--- config.mk ---
export PLATFORM = sky130hd
export DESIGN_NAME = pwr_state_ctrl
export DESIGN_NICKNAME = d
export VERILOG_FILES = /design/src/rtl/pwr_state_pkg.sv /design/src/rtl/pwr_fsm.sv /design/src/rtl/pwr_dcount.sv /design/src/rtl/pwr_wake_ctl.sv /design/src/rtl/pwr_state_ctrl.sv
export SDC_FILE = /design/constraint.sdc
export NUM_CORES = 1
export LEC_CHECK = 0
export ABC_CLOCK_PERIOD_IN_PS = 2300
export BUFFER_PORTS_ARGS = -buffer_cell sky130_fd_sc_hd__buf_2
export CAP_MARGIN = 20
export CORE_MARGIN = 1.5
export CORE_UTILIZATION = 40
export CTS_BUF_LIST = sky130_fd_sc_hd__clkbuf_8
export DETAILED_ROUTE_END_ITERATION = 10
export PLACE_DENSITY = 0.64
export SYNTH_ARGS = -nofsm -noshare
export SYNTH_HDL_FRONTEND = slang
export SYNTH_HIERARCHICAL = 1
export SYNTH_SLANG_ARGS = --single-unit
--- constraint.sdc ---
create_clock -name clk -period 2.3 [get_ports clk]
set_input_delay 0.46 -clock clk [delete_from_list [all_inputs] [get_ports clk]]
set_output_delay 0.46 -clock clk [all_outputs]
set_load 0.03 [all_outputs]
--- src/rtl/pwr_state_pkg.sv ---
package pwr_state_pkg;
  typedef enum logic [1:0] {
    PS_RESET  = 2'd0,
    PS_UNINIT = 2'd1,
    PS_ACTIVE = 2'd2,
    PS_SLEEP  = 2'd3
  } pstate_t;

  localparam logic [1:0] REQ_ON    = 2'd0;
  localparam logic [1:0] REQ_SLEEP = 2'd3;
endpackage

--- src/rtl/pwr_fsm.sv ---
module pwr_fsm
  import pwr_state_pkg::*;
(
  input  logic       clk,
  input  logic       rst_n,
  input  logic       bus_rst_n,
  input  logic       pwr_good,
  input  logic       mem_en,
  input  logic [1:0] req_state,
  output pstate_t    st,
  output logic       enter_uninit
);
  pstate_t st_q, st_d;

  always_comb begin
    st_d = st_q;
    if (!bus_rst_n) begin
      st_d = PS_RESET;
    end else begin
      case (st_q)
        PS_RESET:  if (pwr_good)               st_d = PS_UNINIT;
        PS_UNINIT: if (mem_en)                 st_d = PS_ACTIVE;
        PS_ACTIVE: if (req_state == REQ_SLEEP) st_d = PS_SLEEP;
        PS_SLEEP:  if (req_state == REQ_ON)    st_d = PS_UNINIT;
        default:                               st_d = PS_RESET;
      endcase
    end
  end

  assign enter_uninit = (st_d == PS_UNINIT) && (st_q != PS_UNINIT);

  always_ff @(posedge clk or negedge rst_n) begin
    if (!rst_n) st_q <= PS_RESET;
    else        st_q <= st_d;
  end

  assign st = st_q;
endmodule

--- src/rtl/pwr_dcount.sv ---
module pwr_dcount #(
  parameter int CNT_MAX = 16
) (
  input  logic clk,
  input  logic rst_n,
  input  logic load,
  output logic busy
);
  localparam int W = $clog2(CNT_MAX + 1);
  localparam logic [W-1:0] RELOAD = W'(CNT_MAX);

  logic [W-1:0] cnt_q, cnt_d;
  logic         cnt_en;

  assign busy   = (cnt_q != '0);
  assign cnt_en = load || busy;

  always_comb begin
    if (load) cnt_d = RELOAD;
    else      cnt_d = cnt_q - 1'b1;
  end

  always_ff @(posedge clk or negedge rst_n) begin
    if (!rst_n)      cnt_q <= '0;
    else if (cnt_en) cnt_q <= cnt_d;
  end
endmodule

--- src/rtl/pwr_wake_ctl.sv ---
module pwr_wake_ctl (
  input  logic clk,
  input  logic rst_n,
  input  logic pwr_good,
  input  logic enter_uninit,
  input  logic cfg_done,
  input  logic cfg_apm,
  output logic cfg_req,
  output logic wake_en
);
  logic pend_q, pend_d;
  logic wake_q, wake_d;
  logic seen_q;
  logic first_pg;

  assign first_pg = pwr_good && !seen_q;

  always_comb begin
    pend_d = pend_q;
    wake_d = wake_q;
    if (enter_uninit) begin
      wake_d = 1'b0;
      pend_d = 1'b1;
    end else begin
      if (pend_q && cfg_done) begin
        wake_d = cfg_apm;
        pend_d = 1'b0;
      end
      if (first_pg) pend_d = 1'b1;
    end
  end

  always_ff @(posedge clk or negedge rst_n) begin
    if (!rst_n) begin
      pend_q <= 1'b0;
      wake_q <= 1'b0;
      seen_q <= 1'b0;
    end else begin
      pend_q <= pend_d;
      wake_q <= wake_d;
      if (first_pg) seen_q <= 1'b1;
    end
  end

  assign cfg_req = pend_q;
  assign wake_en = wake_q;
endmodule

--- src/rtl/pwr_state_ctrl.sv ---
module pwr_state_ctrl
  import pwr_state_pkg::*;
#(
  parameter int HOLD_CYC  = 200000,
  parameter int PHY_PULSE = 16
) (
  input  logic       clk,
  input  logic       rst_n,
  input  logic       pwr_good,
  input  logic       bus_rst_n,
  input  logic       mem_en,
  input  logic [1:0] req_state,
  input  logic       cfg_done,
  input  logic       cfg_apm,
  output logic [1:0] state,
  output logic       pwr_ind0,
  output logic       pwr_ind1,
  output logic       bus_oe,
  output logic       tx_en,
  output logic       phy_rst,
  output logic       cfg_req,
  output logic       wake_en
);
  pstate_t st;
  logic    enter_uninit;
  logic    hold_busy;
  logic    in_reset;
  logic    running;

  pwr_fsm u_fsm (
    .clk          (clk),
    .rst_n        (rst_n),
    .bus_rst_n    (bus_rst_n),
    .pwr_good     (pwr_good),
    .mem_en       (mem_en),
    .req_state    (req_state),
    .st           (st),
    .enter_uninit (enter_uninit)
  );

  assign in_reset = (st == PS_RESET);
  assign running  = (st == PS_ACTIVE);

  pwr_dcount #(.CNT_MAX(HOLD_CYC)) u_hold (
    .clk   (clk),
    .rst_n (rst_n),
    .load  (in_reset),
    .busy  (hold_busy)
  );

  pwr_dcount #(.CNT_MAX(PHY_PULSE)) u_phy (
    .clk   (clk),
    .rst_n (rst_n),
    .load  (enter_uninit),
    .busy  (phy_rst)
  );

  pwr_wake_ctl u_wake (
    .clk          (clk),
    .rst_n        (rst_n),
    .pwr_good     (pwr_good),
    .enter_uninit (enter_uninit),
    .cfg_done     (cfg_done),
    .cfg_apm      (cfg_apm),
    .cfg_req      (cfg_req),
    .wake_en      (wake_en)
  );

  assign state    = st;
  assign bus_oe   = !in_reset && !hold_busy;
  assign tx_en    = running;
  assign pwr_ind1 = running;
  assign pwr_ind0 = running || wake_en;
endmodule

==> run metrics <==
Startpoint Class=flip-flop; WL final=around 3.6 mm; DRC Markers=0; WL per Instance=between 10 and 15 um; WS Path Type=flip-flop to primary output; EDFF count, synth=0; Die ar.=4435 sq um; Comb pwr share=35.2%; R2R Path Start=u_hold/cnt_q[0]; final std cells w/o fill=250; Root Driver=clkbuf_8; sequential power share=40.8%; initial antenna violation count=0; max frequency=between 400 and 500 MHz; commonest non-fill, non-tap cell in the layout=dfrtp_1; Primary FF master, synth=dfrtp_1; num ports=18; GRT Util Overall=16.85%; Setup violations, final=0; share of cells above drive strength 1=between 30 and 40%; clock share of power=24.0%; largest net degree at the start of global routing=29; Yosys Warn Count=6; CORE AREA=approximately 3800 sq um; Synth Cell Area=1618 sq um; Num CTS Buffers=3; min-delay worst type=primary input to async pin; Post-Synthesis Cells=approximately 170; Synth Net Count=approximately 180; Sw Pwr=0.5419 mW; synthesized flop and latch total=28; unrepaired setup endpoints after global routing=yes; sw frac=33.52%; Crit. End Element=primary output; GPL Wtd Cong=0.7959; critical path data arrival time=about 1.8 ns; Die Wd=roughly 67 um; overall power=around 1.6 mW; Worst Skew=0.007741 ns; Sink Count=28; final core occ=a little over half; Clock Latency Late Sink=about 0.28 ns; status=finished, final reports clean; CP Launch Point=u_hold/cnt_q[11]; endpoints failing hold=0; Hold WS=slightly below 0.2 ns; fillers=~340; Avg Inst Size Synth=a little under 10 sq um; Max Cap Viol=0; most frequent cells in the layout=dfrtp_1 (28), buf_4 (22), buf_2 (16), a21oi_1 (12); final instance area=just under 2000 sq um; WP data required=1.84 ns; drt pass-1 iters=4; TritonCTS clock tree=yes; Pwr Density=about 800 nW/um^2; worst slack, placed=roughly 0.045 ns; initial DRC count=40; sequential-to-total area share from yosys stat=between 40% and 50%; Max-slew headroom=57.52%; Clock Path Buffers=2; Worst-path clk slew=roughly 0.10 ns; Initial Util=42.90%; DRT antenna net count=0; Final TNS setup=0 ns; placed cell area=1804 sq um; Detailed Place HPWL=about 2.5 mm; die height=66.60 um; Int Power=1.075 mW; first-pass GRT wire length=approximately 5.8 mm; leakage=around 0.85 nW; Placed Cells=approximately 240; I/O Buffers=17; fin crit share=between 90% and 100%; Vias per Instance=about 5.6; area grow syn2layout=22.74%; standard-cell rows=22; Worst IR Drop VDD=0.3925 mV; final slew viol count=0; Post-synth ARST share=100.0%; vias in the first global route=around 1300; routed vias=about 1400; Final WS setup=a little over 0.06 ns; post-route minimum period=approximately 2.2 ns; Yosys cell types=50; slew at the pin closest to its max-slew limit=roughly 0.64 ns; Layout Nets=about 210; Ant. Diodes=0; grt ovf=0; H-tree Lvls=1; Critical Path Fanout Max=2
worst max-delay path, cell delays in order, from the launching register on:
cell     delay [ns]
dfrtp_1        0.39
or4_4          0.56
nor3_4         0.23
nand2_2        0.09
nor2_2         0.10
buf_6          0.14
sequential cells by signal (all words and copies together), names as in the netlist:
| register | count |
|---|---|
| u_wake/wake_en | 1 |
| u_fsm/st | 2 |
| u_wake/cfg_req | 1 |
| u_hold/cnt_q | 18 |
| u_phy/cnt_q | 5 |
| u_wake/seen_q | 1 |
cell families after synthesis:
| family | after synthesis | synth area share [%] |
|---|---|---|
| adders and majority gates | 2 | 1.547 |
| and+or+nand+nor | 81 | 32.02 |
| muxes | 3 | 2.088 |
| AOI/OAI and AO/OA | 36 | 15.47 |
| xor gates and xnor gates | 1 | 0.5415 |
| buffers and inverters | 16 | 5.027 |
| DFF | 28 | 43.31 |
per-layer routing:
metal  vias up  part of all wire (%)  track usage, %
li1        688                     -               -
met1       689                    46           20.87
met2        30                    50           30.25
met3         2                   3.2           2.027
met4         0                  0.22           5.357
met5         -                     0               0
synth_stat cells, drive strengths merged, types with 2 or more instances:
master / number / share of area [%]
or3: 11 / 4.3
o31a: 2 / 1.1
a211o: 4 / 2.2
nor3b: 3 / 1.4
a21oi: 12 / 3.7
or2: 2 / 0.77
mux2: 3 / 2.1
dfrtp: 28 / 43
nand2: 8 / 1.9
nor3: 11 / 3.7
nand3b: 2 / 0.93
o21ai: 5 / 1.5
nor2b: 7 / 3.2
buf: 5 / 2.5
o31ai: 3 / 1.4
nor2: 13 / 3.0
clkbuf: 3 / 0.70
or4: 7 / 3.2
nor4: 7 / 4.0
nand2b: 2 / 1.2
a211oi: 2 / 1.2
inv: 8 / 1.9
ha: 2 / 1.5
power groups by stage:
stage,sequential [mW],clock (mW),combinational (mW)
finish,0.659,0.389,0.569
floorplan,0.669,0,0.388
global route,0.670,0.423,0.628
CTS,0.656,0.403,0.554
global placement,0.664,0,0.494
detailed placement,0.671,0,0.518
path summary, 6_finish.rpt:
path / to / slack, ns / depth (start not counted)
max in group asynchronous: u_hold/cnt_q[16] / 1.69 / 1
setup / recovery: bus_oe / 0.06 / 5
hold reg to reg: u_wake/seen_q / 0.48 / 1
min in group clk: u_wake/seen_q / 0.43 / 2
hold / removal: u_hold/cnt_q[15] / 0.19 / 1
setup reg to reg: u_hold/cnt_q[15] / 0.06 / 7
final cells by class:
class	instances	area (sq um)	share of cell area (%)
inverters	8	30.03	1.512
clock buffers	3	41.29	2.079
multi-input cells	123	867.1	43.67
clock inverters	1	30.03	1.512
repair buffers	39	256.5	12.92
flip-flops and latches	28	700.7	35.29
well taps	48	60.06	3.025
timing repair:
| action | CTS | global route |
|---|---|---|
| gates resized for setup | 7 | 3 |
| endpoints found under the hold margin | 0 | 0 |
| setup buffers | 6 | 4 |
| gates cloned | 0 | 0 |
| pin swaps | 1 | 5 |
| hold buffers | 0 | 0 |
| endpoints found under the setup margin | 1 | 2 |
No activity file was read; power rests on OpenSTA's default activity.
